**src/rtl/strap_pkg.sv**
```systemverilog
package strap_pkg;

    // Sequencing phases after reset release.
    typedef enum logic [1:0] {
        PH_SETTLE = 2'd0,  // drivers off, straps settling
        PH_CAPT   = 2'd1,  // snapshot taken on the next edge
        PH_ARM    = 2'd2,  // snapshot held, drivers still off
        PH_DRIVE  = 2'd3   // drivers on
    } phase_e;

    // Bit positions of the captured word.
    localparam int FS_LSB   = 0;
    localparam int FS_W     = 4;
    localparam int MODE_BIT = 4;

endpackage

```
**src/rtl/strap_sync.sv**
```systemverilog
module strap_sync #(
    parameter int NUM_PINS    = 5,
    parameter int SYNC_STAGES = 2
) (
    input  logic                clk,
    input  logic                por_n,
    input  logic [NUM_PINS-1:0] pin_async,
    output logic [NUM_PINS-1:0] pin_sync
);
    logic [SYNC_STAGES-1:0][NUM_PINS-1:0] chain_d, chain_q;

    always_comb begin
        chain_d[0] = pin_async;
        for (int s = 1; s < SYNC_STAGES; s++) begin
            chain_d[s] = chain_q[s-1];
        end
    end

    always_ff @(posedge clk or negedge por_n) begin
        if (!por_n) chain_q <= '0;
        else        chain_q <= chain_d;
    end

    assign pin_sync = chain_q[SYNC_STAGES-1];
endmodule

```
**src/rtl/strap_phase_ctrl.sv**
```systemverilog
module strap_phase_ctrl
    import strap_pkg::*;
#(
    parameter int WINDOW_CYCLES = 28636
) (
    input  logic clk,
    input  logic por_n,
    output logic capture_en,
    output logic drive_en
);
    localparam int CNT_W = $clog2(WINDOW_CYCLES + 1);
    localparam logic [CNT_W-1:0] LAST = CNT_W'(WINDOW_CYCLES - 1);

    typedef struct packed {
        phase_e           phase;
        logic [CNT_W-1:0] cnt;
    } ctrl_t;

    ctrl_t st_d, st_q;

    always_comb begin
        st_d = st_q;
        unique case (st_q.phase)
            PH_SETTLE: begin
                if (st_q.cnt == LAST) st_d.phase = PH_CAPT;
                else                  st_d.cnt   = st_q.cnt + 1'b1;
            end
            PH_CAPT:  st_d.phase = PH_ARM;
            PH_ARM:   st_d.phase = PH_DRIVE;
            PH_DRIVE: st_d.phase = PH_DRIVE;
            default:  st_d.phase = PH_SETTLE;
        endcase
    end

    always_ff @(posedge clk or negedge por_n) begin
        if (!por_n) st_q <= '{phase: PH_SETTLE, cnt: '0};
        else        st_q <= st_d;
    end

    assign capture_en = (st_q.phase == PH_CAPT);
    assign drive_en   = (st_q.phase == PH_DRIVE);

    AST_CAPT_FROM_SETTLE: assert property (@(posedge clk) disable iff (!por_n)
        $rose(capture_en) |-> $past(st_q.cnt) == LAST);
    AST_CAPT_SINGLE: assert property (@(posedge clk) disable iff (!por_n)
        capture_en |=> !capture_en && !drive_en);
    AST_DRIVE_STAYS: assert property (@(posedge clk) disable iff (!por_n)
        drive_en |=> drive_en);
    AST_WINDOW_QUIET: assert property (@(posedge clk) disable iff (!por_n)
        (st_q.phase == PH_SETTLE) |=> !drive_en);
endmodule

```
**src/rtl/strap_capture.sv**
```systemverilog
module strap_capture #(
    parameter int NUM_PINS = 5
) (
    input  logic                clk,
    input  logic                por_n,
    input  logic                capture_en,
    input  logic [NUM_PINS-1:0] pin_sync,
    output logic [NUM_PINS-1:0] strap_bits,
    output logic                strap_valid
);
    typedef struct packed {
        logic                valid;
        logic [NUM_PINS-1:0] bits;
    } hold_t;

    hold_t hd_d, hd_q;

    always_comb begin
        hd_d = hd_q;
        if (capture_en && !hd_q.valid) begin
            hd_d.bits  = pin_sync;
            hd_d.valid = 1'b1;
        end
    end

    always_ff @(posedge clk or negedge por_n) begin
        if (!por_n) hd_q <= '0;
        else        hd_q <= hd_d;
    end

    assign strap_bits  = hd_q.bits;
    assign strap_valid = hd_q.valid;

    AST_STRAP_STICKY: assert property (@(posedge clk) disable iff (!por_n)
        hd_q.valid |=> $stable(hd_q.bits));
    AST_VALID_HOLDS: assert property (@(posedge clk) disable iff (!por_n)
        hd_q.valid |=> hd_q.valid);
    AST_VALID_ON_CAPTURE: assert property (@(posedge clk) disable iff (!por_n)
        $rose(hd_q.valid) |-> $past(capture_en));
endmodule

```
**src/rtl/strap_boot_seq.sv**
```systemverilog
module strap_boot_seq
    import strap_pkg::*;
#(
    parameter int NUM_PINS      = 5,
    parameter int WINDOW_CYCLES = 28636,
    parameter int SYNC_STAGES   = 2
) (
    input  logic                clk,
    input  logic                por_n,
    input  logic [NUM_PINS-1:0] pin_in,
    input  logic [NUM_PINS-1:0] clk_src,
    output logic [NUM_PINS-1:0] pin_oe,
    output logic [NUM_PINS-1:0] pin_out,
    output logic [FS_W-1:0]     freq_sel,
    output logic                mode_sel,
    output logic                strap_valid
);
    logic [NUM_PINS-1:0] pin_sync;
    logic [NUM_PINS-1:0] strap_bits;
    logic                capture_en;
    logic                drive_en;

    strap_sync #(.NUM_PINS(NUM_PINS), .SYNC_STAGES(SYNC_STAGES)) u_sync (
        .clk       (clk),
        .por_n     (por_n),
        .pin_async (pin_in),
        .pin_sync  (pin_sync)
    );

    strap_phase_ctrl #(.WINDOW_CYCLES(WINDOW_CYCLES)) u_phase (
        .clk        (clk),
        .por_n      (por_n),
        .capture_en (capture_en),
        .drive_en   (drive_en)
    );

    strap_capture #(.NUM_PINS(NUM_PINS)) u_capture (
        .clk         (clk),
        .por_n       (por_n),
        .capture_en  (capture_en),
        .pin_sync    (pin_sync),
        .strap_bits  (strap_bits),
        .strap_valid (strap_valid)
    );

    assign pin_oe   = {NUM_PINS{drive_en}};
    assign pin_out  = clk_src & pin_oe;
    assign freq_sel = strap_bits[FS_LSB +: FS_W];
    assign mode_sel = strap_bits[MODE_BIT];

    AST_OE_NEEDS_VALID: assert property (@(posedge clk) disable iff (!por_n)
        (|pin_oe) |-> strap_valid);
    AST_OE_AFTER_VALID: assert property (@(posedge clk) disable iff (!por_n)
        $rose(pin_oe[0]) |-> $past(strap_valid));
    AST_CODE_FROZEN: assert property (@(posedge clk) disable iff (!por_n)
        strap_valid |=> $stable(freq_sel) && $stable(mode_sel));
endmodule

```
**config.mk**
```make
export PLATFORM = sky130hd
export DESIGN_NAME = strap_boot_seq
export DESIGN_NICKNAME = d
export VERILOG_FILES = /design/src/rtl/strap_pkg.sv /design/src/rtl/strap_sync.sv /design/src/rtl/strap_phase_ctrl.sv /design/src/rtl/strap_capture.sv /design/src/rtl/strap_boot_seq.sv
export SDC_FILE = /design/constraint.sdc
export NUM_CORES = 1
export LEC_CHECK = 0
export CAP_MARGIN = 0
export CORE_MARGIN = 2
export CORE_UTILIZATION = 50
export CTS_CLUSTER_SIZE = 16
export DETAILED_ROUTE_END_ITERATION = 16
export DONT_BUFFER_PORTS = 1
export GPL_ROUTABILITY_DRIVEN = 0
export GPL_TIMING_DRIVEN = 0
export HOLD_SLACK_MARGIN = 0.05
export MAX_ROUTING_LAYER = met4
export PLACE_DENSITY = 0.65
export SLEW_MARGIN = 10
export SYNTH_ARGS = -nofsm -noshare
export SYNTH_HDL_FRONTEND = slang
export SYNTH_SLANG_ARGS = --single-unit
```
**constraint.sdc**
```tcl
create_clock -name clk -period 3.5 [get_ports clk]
set_input_delay 0 -clock clk [delete_from_list [all_inputs] [get_ports clk]]
set_output_delay 0 -clock clk [all_outputs]
set_load 0.05 [all_outputs]
```
After elaboration in Yosys (flattened, before gate mapping). Index checks and enable logic that the tools add are counted.

Bits in registers: 33. Latch bits: 0. Memory bits (writable): 0. ROM bits: 0. Bits of input ports: 12. Word-level logic and storage cells: 21. Memories kept: 0.

Add/sub/neg operators: 1. Multiply operators: 0. Divide/modulo/power cells: 0. $lt $le $gt $ge: 0. Equality and inequality tests: 5. Shift operators: 0. Muxes and demuxes: 2. Bitwise operators: 2. Reductions and logical operators: 5.

Operators by type and width (count): $add A15 B1 Y15 const B (1); $eq A15 B15 Y1 const B (1); $pmux W2 S3 (1); $and A5 B5 Y5 (1); $eq A2 B2 Y1 const B (2); $eq A2 B1 Y1 const B (1); $logic_not A2 Y1 (1); $mux W2 (1); $ne A2 B1 Y1 const B (1); $reduce_and A2 Y1 (1); $reduce_or A2 Y1 (1); $logic_and A1 B1 Y1 (1); $logic_not A1 Y1 (1); $not A1 Y1 (1).

Depth between registers and ports, before layout. Gate-level depths: netlist of run 1.

Depth in word-level cells: 3. Depth in mapped cells: 7. Depth with buffers taken out: 5.

By module. From an unflattened synthesis of run 1, not the netlist that was laid out.

Cell total of the unflattened synthesis: 99. Area, all modules: 1316.3 sq um.

By module, submodules not included: strap_phase_ctrl (instances 1, cells each 66, area each 770.7 sq um, sequential area each 425.4 sq um); strap_sync (instances 1, cells each 10, area each 250.2 sq um, sequential area each 250.2 sq um); strap_capture (instances 1, cells each 13, area each 226.5 sq um, sequential area each 150.1 sq um); strap_boot_seq (instances 1, cells each 10, area each 68.8 sq um, sequential area each 0.0 sq um).

Least setup slack after synthesis of run 1. OpenSTA, ideal clock, no wires.

Kind: register to register. Start point: register u_phase.st_q[5] (netlist bit). End point: register u_phase.st_q[1] (netlist bit). Arrival: 1619 ps. Data required time: 3375 ps. Setup slack: 1756 ps. Stages on the path, launching flop included: 6. Path through: dfrtp_1 > nand4b_1 > or4_1 > buf_2 > nand2_1 > mux2_2.

Cells in the longest elaborated chain, start to end: 3.

Ends and longest elaborated chain: from (decl) (RTL line strap_phase_ctrl.sv:19) `ctrl_t st_d, st_q;`; from (signal assigned) (RTL line strap_phase_ctrl.sv:36) `if (!por_n) st_q <= '{phase: PH_SETTLE, cnt: '0};`; from (signal assigned) (RTL line strap_phase_ctrl.sv:37) `else st_q <= st_d;`; $eq A15 B15 Y1 (RTL line strap_phase_ctrl.sv:25) `if (st_q.cnt == LAST) st_d.phase = PH_CAPT;`; $not A1 Y1 (no line); $reduce_and A2 Y1 (no line).

No other way between the ends. A chain may end at the register's enable or synchronous reset.

Worst setup path after layout of run 1. Same ends and word-level chain as after synthesis.

==> results.sh, run 1 <==
export IMPL_highest_layer="met4"
export IMPL_synth_distinct_cells=21
export IMPL_globalRoute_totalOverflow=0
export IMPL_htreeDepth=2
export IMPL_layout_common_cells="dfrtp_1 (33), xnor2_1 (14), nand3_1 (9), nand4_1 (8), and3_1 (7)"
export IMPL_multi_input_area_sq_um=469.2
export IMPL_ys_warn_count=0
export IMPL_post_cts_setup_buffers=0
export IMPL_wl_met1_microns=997
export IMPL_cts_buffers=5
export IMPL_cap_violations=0
export IMPL_p_leak_uw=0.0007454
export IMPL_ff_latch_area_sq_um=825.8
export IMPL_syn_area_sq_mm=0.001371
export IMPL_synth_seq_cells=33
export IMPL_drv_slew=0
export IMPL_cts_tree="done"
export IMPL_hold_viol=0
export IMPL_drtIter0Drc=18
export IMPL_fin_setup_tns_ps=0
export IMPL_die_w_microns=56.37
export IMPL_max_freq_mhz=535.7
export IMPL_finalSetupViolCount=0
export IMPL_required_ps=3720
export IMPL_worst_setup_path_type="reg -> reg"
export IMPL_relSlewSlack_pct=66.83
export IMPL_avgRoutedWirePerCell_microns=13.49
export IMPL_cts_buffer_depth=2
export IMPL_ant_nets=0
export IMPL_finalCritPeriodShare_pct=53.33
export IMPL_clockRootBuffer="clkbuf_4"
export IMPL_avgSynthCellArea_sq_um=12.35
export IMPL_powerDensity_mw_per_mm2=439.6
export IMPL_drt_pass1_iter_count=4
export IMPL_critPathArrivalTime_ps=2090
export IMPL_vias=840
export IMPL_fp_row_count=18
export IMPL_finalWirelength_mm=2.105
export IMPL_rsz0062_at_grt="no"
export IMPL_area_growth_pct=14.78
export IMPL_finalNetCount=139
export IMPL_initial_core_util_pct=53.88
export IMPL_finalCriticalPeriod_ps=1867
export IMPL_routed_via_density=5.385
export IMPL_die_h_microns=56.37
export IMPL_cp_max_fo=5
export IMPL_synth_cells=111
export IMPL_outcome="finished, final reports clean"
export IMPL_critPathCaptureType="flip-flop"
export IMPL_start_kind="flip-flop"
export IMPL_drive_above_1_share_pct=18.25
export IMPL_synth_nets=125
export IMPL_port_buffers=0
export IMPL_antenna_found_initial=0
export IMPL_hpwl_mm=1.504
export IMPL_die_area_sq_mm=0.003178
export IMPL_fill_cells=215
export IMPL_coreArea_sq_mm=0.002545
export IMPL_skew_ps=7.614
export IMPL_wl_met2_microns=960
export IMPL_grt_start_max_net_pins=34
export IMPL_clk_latency_ps=330
export IMPL_hold_class="in -> async"
export IMPL_drc=0
export IMPL_final_common_cell="dfrtp_1"
export IMPL_dr_wl_met3_microns=106
export IMPL_design_portCount=28
export IMPL_grt_pass1_vias=868
export IMPL_tightest_slew_ps=499.3
export IMPL_critPathMaxStageDelay_ps=490
export IMPL_irDropWorstVdd_uv=349.2
export IMPL_grt_pass1_wl_mm=3.815
export IMPL_total_power_uw=692.0
export IMPL_yosysSeqAreaShare_pct=60.22
export IMPL_clock_sinks=33
export IMPL_cts_clk_slew_worst_paths_ps=100
export IMPL_grt_total_usage_pct=16.60
export IMPL_insertedDiodeCount=0
export IMPL_slowest_stage="or4_1"
export IMPL_crit_chain="nand4b_1, or4_1, buf_2, nand2_1, mux2_2"
[worst max-delay path, delay by kind of cell, from the launching register on]
family / cells / cell delay (ps)
flip-flops: 1 / 440
AND/OR/NAND/NOR: 3 / 800
multiplexers: 1 / 340
buffers and inverters: 1 / 170
[layout make-up]
class	instances	share of cell area, %
Multi-Input combinational cell	66	29.81
Timing Repair Buffer	7	5.087
Clock inverter	1	1.908
Sequential cell	33	52.46
Tap cell	30	2.385
Buffer	8	3.895
Clock buffer	7	3.498
Inverter	4	0.9539
[cells by family (layout without fill, tap and decap cells)]
group	count (synthesis)	in the layout	synth area share, %
flip-flops	33	33	60.22
XOR/XNOR	14	14	8.942
adder cells (fa/ha/maj)	2	2	1.825
AND/OR/NAND/NOR	44	44	18.52
multiplexers	6	6	4.927
buffers and inverters	12	27	5.565
[where the power goes]
group	total (uW)	internal [uW]	switching, uW	leakage [uW]
Combinational	14.6	6.76	7.83	0.000276
Sequential	388	387	1.70	0.000424
Clock	289	171	118	0.0000455
[path summary, 6_finish.rpt]
kind | slack, ps | endpoint | depth (start not counted) | start
max in group asynchronous | 3210 | u_phase.st_q[11] | 2 | por_n
setup / recovery | 1630 | u_phase.st_q[1] | 5 | u_phase.st_q[5]
hold reg to reg | 360 | u_sync.pin_sync[0] | 0 | u_sync.chain_d[5]
hold / removal | 120 | u_sync.chain_d[9] | 2 | por_n
min in group clk | 220 | u_sync.chain_d[8] | 1 | pin_in[3]
setup reg to reg | 1630 | u_phase.st_q[1] | 5 | u_phase.st_q[5]
[synthesized netlist by cell type]
| master | number | share of area, % |
|---|---|---|
| nand2_1 | 3 | 0.82 |
| xnor2_1 | 14 | 8.9 |
| mux2_2 | 6 | 4.9 |
| and2_2 | 1 | 0.55 |
| ha_1 | 2 | 1.8 |
| nand4bb_1 | 1 | 0.82 |
| and3_1 | 7 | 3.2 |
| buf_2 | 1 | 0.36 |
| buf_4 | 6 | 3.3 |
| nand4_1 | 8 | 3.6 |
| nand4b_1 | 1 | 0.64 |
| or4_1 | 1 | 0.55 |
| buf_6 | 1 | 0.82 |
| inv_1 | 4 | 1.1 |
| nor2_1 | 4 | 1.1 |
| nand3_1 | 9 | 3.3 |
| nor3_1 | 2 | 0.73 |
| dfrtp_1 | 33 | 60 |
| nand2b_1 | 2 | 0.91 |
| nor4_1 | 1 | 0.46 |
| and2_1 | 4 | 1.8 |
[sequential cells by signal, indices dropped and copies added, names as in the netlist]
register,cells
u_capture.strap_bits,5
u_sync.chain_d,5
u_capture.strap_valid,1
u_phase.st_q,17
u_sync.pin_sync,5
[timing repair]
action                                 in CTS  in global routing
resized for setup                           0                  0
endpoints found under the hold margin      38                  0
hold buffers                                7                  0
[metrics by stage]
step / util [%] / cells / hold slack (ps) / setup slack, ps / cell area (sq um)
3_3_place_gp: 55.36 / 141 / -295.0 / 1656 / 1409
6_report: 61.85 / 156 / 121.7 / 1633 / 1574
5_1_grt: 61.85 / 156 / 134.4 / 1531 / 1574
3_5_place_dp: 55.36 / 141 / -295.2 / 1641 / 1409
4_1_cts: 61.85 / 156 / 93.64 / 1616 / 1574
2_1_floorplan: - / 111 / -295.6 / 1756 / 1371
[per-layer routing]
layer,vias to the layer above,global-route usage [%]
li1,401,-
met1,405,20.37
met2,28,24.03
met3,6,5.069
met4,0,10.20
met5,-,-
(Power assumes the default switching activity.)
==> run 2, diff against run 1 <==
--- a/config.mk
+++ b/config.mk
@@ -15,7 +15,7 @@
 export GPL_TIMING_DRIVEN = 0
 export HOLD_SLACK_MARGIN = 0.05
 export MAX_ROUTING_LAYER = met4
-export PLACE_DENSITY = 0.65
+export PLACE_DENSITY = 0.68
 export SLEW_MARGIN = 10
 export SYNTH_ARGS = -nofsm -noshare
 export SYNTH_HDL_FRONTEND = slang
==> constraint.sdc (replaced) <==
create_clock -name clk -period 1.6 [get_ports clk]
set_input_delay 0 -clock clk [delete_from_list [all_inputs] [get_ports clk]]
set_output_delay 0 -clock clk [all_outputs]
set_load 0.05 [all_outputs]
==> results.sh, run 2 (synthesis gave the netlist of run 1 again) <==
export IMPL_r2r_slack_ps=-200
export IMPL_relSlewSlack_pct=65.90
export IMPL_hpwl_mm=1.527
export IMPL_top_register="u_phase.st_q"
export IMPL_finalCritPeriodShare_pct=112.5
export IMPL_cts_clk_slew_worst_paths_ps=100
export IMPL_design_portCount=28
export IMPL_htreeDepth=2
export IMPL_worst_setup_path_type="reg -> reg"
export IMPL_clk_latency_ps=340
export IMPL_finalCriticalPeriod_ps=1800
export IMPL_setup_slack_ps=-199.9
export IMPL_finalSetupViolCount=14
export IMPL_area_growth_pct=23.54
export IMPL_fin_setup_tns_ps=-1731
export IMPL_insertedDiodeCount=0
export IMPL_reg2reg_to="u_phase.st_q[1]"
export IMPL_slowest_stage="or4_1"
export IMPL_timing_rr_start="u_phase.st_q[3]"
export IMPL_multi_input_area_sq_um=529.3
export IMPL_required_ps=1820
export IMPL_grt_total_usage_pct=18.09
export IMPL_placed_cells=141
export IMPL_grt_pass1_vias=887
export IMPL_fill_cells=190
export IMPL_hold_class="in -> async"
export IMPL_cts_buffer_depth=2
export IMPL_drtIter0Drc=22
export IMPL_die_w_microns=56.37
export IMPL_ff_latch_area_sq_um=825.8
export IMPL_grt_start_max_net_pins=34
export IMPL_drt_pass1_iter_count=4
export IMPL_rsz0062_at_grt="yes"
export IMPL_irDropWorstVdd_uv=1000
export IMPL_holdWs_ps=96.32
export IMPL_vias=888
export IMPL_clock_sinks=33
export IMPL_drive_above_1_share_pct=31.06
export IMPL_utilization_pct=66.57
export IMPL_outcome="finished with violations"
export IMPL_powerDensity_mw_per_mm2=867.6
export IMPL_finalWirelength_mm=2.480
export IMPL_die_h_microns=56.37
export IMPL_ant_nets=0
export IMPL_initial_core_util_pct=53.88
export IMPL_critPathMaxStageDelay_ps=550
export IMPL_coreArea_sq_mm=0.002545
export IMPL_cap_violations=0
export IMPL_crit_chain="nand2_1, or4_1, buf_6, nand2_2, mux2_2"
export IMPL_drv_slew=0
export IMPL_tightest_slew_ps=511.5
export IMPL_p_leak_uw=0.0007955
export IMPL_antenna_found_initial=0
export IMPL_hold_viol=0
export IMPL_finalNetCount=146
export IMPL_critPathArrivalTime_ps=2020
export IMPL_port_buffers=0
export IMPL_grt_pass1_wl_mm=4.098
export IMPL_die_area_sq_mm=0.003178
export IMPL_drc=0
export IMPL_start_kind="flip-flop"
export IMPL_avgRoutedWirePerCell_microns=15.31
export IMPL_cts_tree="done"
export IMPL_reg2reg_depth=5
export IMPL_largest_reg_flops=17
export IMPL_critPathCaptureType="flip-flop"
export IMPL_max_freq_mhz=555.6
export IMPL_layout_common_cells="dfrtp_1 (33), xnor2_1 (12), buf_4 (11), nand4_1 (8), and3_1 (7)"
export IMPL_violations="setup timing"
export IMPL_final_common_cell="dfrtp_1"
export IMPL_cp_max_fo=4
export IMPL_routed_via_density=5.481
export IMPL_skew_ps=10.93
export IMPL_fp_row_count=18
export IMPL_clockRootBuffer="clkbuf_4"
export IMPL_cts_buffers=5
export IMPL_final_cell_count_no_fill=162
export IMPL_globalRoute_totalOverflow=0
run 2: cell types whose count changed in the layout (fill, tap and decap cells not counted), moves of 2 or more:
| cell | before | now |
|---|---|---|
| buf_4 | 6 | 11 |
| nand3_1 | 9 | 3 |
| nand3_2 | 0 | 5 |
| xnor2_1 | 14 | 12 |
| xnor2_2 | 0 | 2 |
run 2: worst max path at each step:
stage	slack (ps)	to	from
final	-200	u_phase.st_q[1]	u_phase.st_q[3]
after CTS	-190	u_phase.st_q[1]	u_phase.st_q[5]
after global routing	-260	u_phase.st_q[14]	u_phase.st_q[0]
after global placement	-200	u_phase.st_q[1]	u_phase.st_q[5]
after detailed placement	-230	u_phase.st_q[1]	u_phase.st_q[5]
after floorplan	-120	u_phase.st_q[1]	u_phase.st_q[5]
run 2: area by class of cell:
type                            instances  area share [%]
Timing Repair Buffer                   14           8.420
Clock inverter                          2           2.068
Inverter                                4          0.8863
Buffer                                  8           4.210
Sequential cell                        33           48.74
Multi-Input combinational cell         66           31.24
Tap cell                               30           2.216
Clock buffer                            5           2.216
run 2: power by group:
group          switching (uW)  internal [uW]
logic                    17.8           14.8
clock network             270            318
registers                3.19            846
total                     291           1180
run 2: worst max-delay path: cells and delay by family (launching register included):
family	cells	cell delay, ps
simple gates	3	770
buf+inv	1	150
mux	1	340
flops	1	430
run 2: layer usage:
metal / up-vias / global-route usage, % / share of wire [%]
li1: 421 / - / -
met1: 429 / 22.09 / 44
met2: 34 / 26.55 / 48
met3: 4 / 5.069 / 6.0
met4: 0 / 11.22 / 2.1
met5: - / - / 0
run 2: per-stage QoR:
| stage | instance area (sq um) | worst slack (ps) | power (uW) |
|---|---|---|---|
| after floorplan | 1374 | -116.8 | 864.7 |
| after global placement | 1411 | -201.7 | 865.2 |
| after detailed placement | 1411 | -234.2 | 866.4 |
| after CTS | 1677 | -188.2 | 1488 |
| after global routing | 1694 | -256.9 | 1538 |
| final | 1694 | -199.9 | 1470 |
run 2: repair_timing:
| action | 4_1_cts | 5_1_grt |
|---|---|---|
| gates cloned | 1 | 0 |
| resized for setup | 10 | 4 |
| pin swaps | 6 | 6 |
| hold endpoints to repair | 38 | 0 |
| endpoints found under the setup margin | 15 | 19 |
| hold buffers | 7 | 0 |
| setup buffers | 6 | 0 |
==> run 3, diff against run 2 <==
--- a/config.mk
+++ b/config.mk
@@ -14,8 +14,7 @@
 export GPL_ROUTABILITY_DRIVEN = 0
 export GPL_TIMING_DRIVEN = 0
 export HOLD_SLACK_MARGIN = 0.05
-export MAX_ROUTING_LAYER = met4
-export PLACE_DENSITY = 0.68
+export PLACE_DENSITY = 0.65
 export SLEW_MARGIN = 10
 export SYNTH_ARGS = -nofsm -noshare
 export SYNTH_HDL_FRONTEND = slang
==> results.sh, run 3 (synthesis gave the netlist of run 1 again) <==
export IMPL_outcome="finished with violations"
export IMPL_violations="setup timing"
export IMPL_cts_buffers=5
export IMPL_hold_class="in -> async"
export IMPL_critPathMaxStageDelay_ps=550
export IMPL_slowest_stage="or4_1"
export IMPL_finalCriticalPeriod_ps=1709
export IMPL_globalRoute_totalOverflow=0
export IMPL_fp_row_count=18
export IMPL_worst_setup_path_type="reg -> reg"
export IMPL_timing_rr_start="u_phase.st_q[4]"
export IMPL_reg2reg_depth=5
export IMPL_initial_core_util_pct=53.88
export IMPL_required_ps=1810
export IMPL_pre_cts_slack_ps=-215.4
export IMPL_finalWirelength_mm=2.310
export IMPL_relSlewSlack_pct=65.42
export IMPL_grt_pass1_wl_mm=3.795
export IMPL_cap_violations=0
export IMPL_coreArea_sq_mm=0.002545
export IMPL_finalNetCount=145
export IMPL_hold_viol=0
export IMPL_holdWs_ps=131.6
export IMPL_ant_nets=0
export IMPL_insertedDiodeCount=0
export IMPL_drtIter0Drc=14
export IMPL_p_int_uw=1066
export IMPL_cts_tree="done"
export IMPL_power_share_sequential_pct=63.0
export IMPL_design_portCount=28
export IMPL_switching_share_pct=20.86
export IMPL_avgRoutedWirePerCell_microns=14.35
export IMPL_r2r_slack_ps=-110
export IMPL_critPathCaptureType="flip-flop"
export IMPL_drive_above_1_share_pct=31.30
export IMPL_finalCritPeriodShare_pct=106.8
export IMPL_htreeDepth=2
export IMPL_p_leak_uw=0.0007897
export IMPL_port_buffers=0
export IMPL_top_register="u_phase.st_q"
export IMPL_start_kind="flip-flop"
export IMPL_cts_buffer_depth=2
export IMPL_critPathArrivalTime_ps=1920
export IMPL_largest_reg_flops=17
export IMPL_clock_sinks=33
export IMPL_tightest_slew_ps=516.8
export IMPL_die_area_sq_mm=0.003178
export IMPL_routed_via_density=5.422
export IMPL_reg2reg_to="u_phase.st_q[1]"
export IMPL_layout_common_cells="dfrtp_1 (33), xnor2_1 (12), buf_4 (11), nand4_1 (8), and3_1 (7)"
export IMPL_die_h_microns=56.37
export IMPL_grt_total_usage_pct=15.85
export IMPL_grt_pass1_vias=914
export IMPL_die_w_microns=56.37
export IMPL_crit_chain="nand2_1, or4_1, buf_6, nand2_4, mux2_4"
export IMPL_clockRootBuffer="clkbuf_4"
export IMPL_hpwl_mm=1.416
export IMPL_drc=0
export IMPL_finalSetupViolCount=14
export IMPL_p_sw_uw=281.1
export IMPL_antenna_found_initial=0
export IMPL_area_growth_pct=22.26
export IMPL_cts_clk_slew_worst_paths_ps=100
export IMPL_irDropWorstVdd_uv=747.1
export IMPL_powerDensity_mw_per_mm2=803.7
export IMPL_rsz0062_at_grt="yes"
export IMPL_final_common_cell="dfrtp_1"
export IMPL_power_frac_clock_pct=34.6
export IMPL_skew_ps=8.660
export IMPL_max_freq_mhz=585.2
export IMPL_cp_max_fo=4
export IMPL_grt_start_max_net_pins=34
export IMPL_drv_slew=0
export IMPL_drt_pass1_iter_count=4
export IMPL_combPwrFrac_pct=2.4
export IMPL_clk_latency_ps=320
export IMPL_fill_cells=186
export IMPL_vias=873
export IMPL_setup_slack_ps=-108.8
==> run 3: worst max-delay path by stage <==
stage               cells past startpoint       startpoint  slack, ps         endpoint
finish                                  5  u_phase.st_q[4]       -110  u_phase.st_q[1]
CTS                                     5  u_phase.st_q[5]       -130  u_phase.st_q[1]
detailed placement                      5  u_phase.st_q[5]       -220  u_phase.st_q[1]
floorplan                               5  u_phase.st_q[5]       -120  u_phase.st_q[1]
global route                            6  u_phase.st_q[5]       -160  u_phase.st_q[8]
global placement                        5  u_phase.st_q[5]       -210  u_phase.st_q[1]
==> run 3: final cells by class <==
cell class              count  area (sq um)  area share (%)
repair buffers             13         128.9           7.687
well taps                  30         37.54           2.239
plain buffers               8         67.56           4.030
inverters                   4         15.01          0.8955
clock buffers               6         51.30           3.060
multi-input cells          66         543.0           32.39
flip-flops and latches     33         825.8           49.25
clock inverters             1         7.507          0.4478
==> run 3: routing by layer <==
metal	global-route usage (%)	share of wire, %	vias up
met5	0	0	-
met4	7.823	0.91	0
met3	5.530	5.3	2
met2	26.55	51	30
met1	17.94	42	426
li1	-	-	415
==> run 3: repair_timing <==
item                                    in CTS  in global routing
pin swaps                                    4                  5
gates resized for setup                     10                  7
hold buffers                                 7                  0
setup buffers                                5                  1
endpoints found under the hold margin       38                  0
endpoints found under the setup margin      14                 19
==> run 3: metrics by stage <==
step                util (%)  setup TNS, ps  instances  instance area (sq um)  total power (uW)
global placement       55.46          -1137        141                   1411             865.2
finish                 65.88         -771.9        161                   1677              1347
detailed placement     55.46          -1228        141                   1411             866.3
floorplan                  -         -116.8        111                   1374             864.7
global route           65.88          -1598        161                   1677              1395
CTS                    64.11         -579.6        160                   1632              1368
==> run 3: power groups by stage <==
stage	sequential [uW]	combinational [uW]	clock (uW)
6_report	849	32.3	466
5_1_grt	850	36.9	508
4_1_cts	849	33.3	485
3_5_place_dp	866	0.0974	0
3_3_place_gp	865	0.0983	0
2_1_floorplan	865	0.0985	0
==> run 3: critical path, delay by kind of cell, from the launching register on <==
family,cells,cell delay [ps]
muxes,1,290
and+or+nand+nor,3,750
DFF,1,410
buffers and inverters,1,150
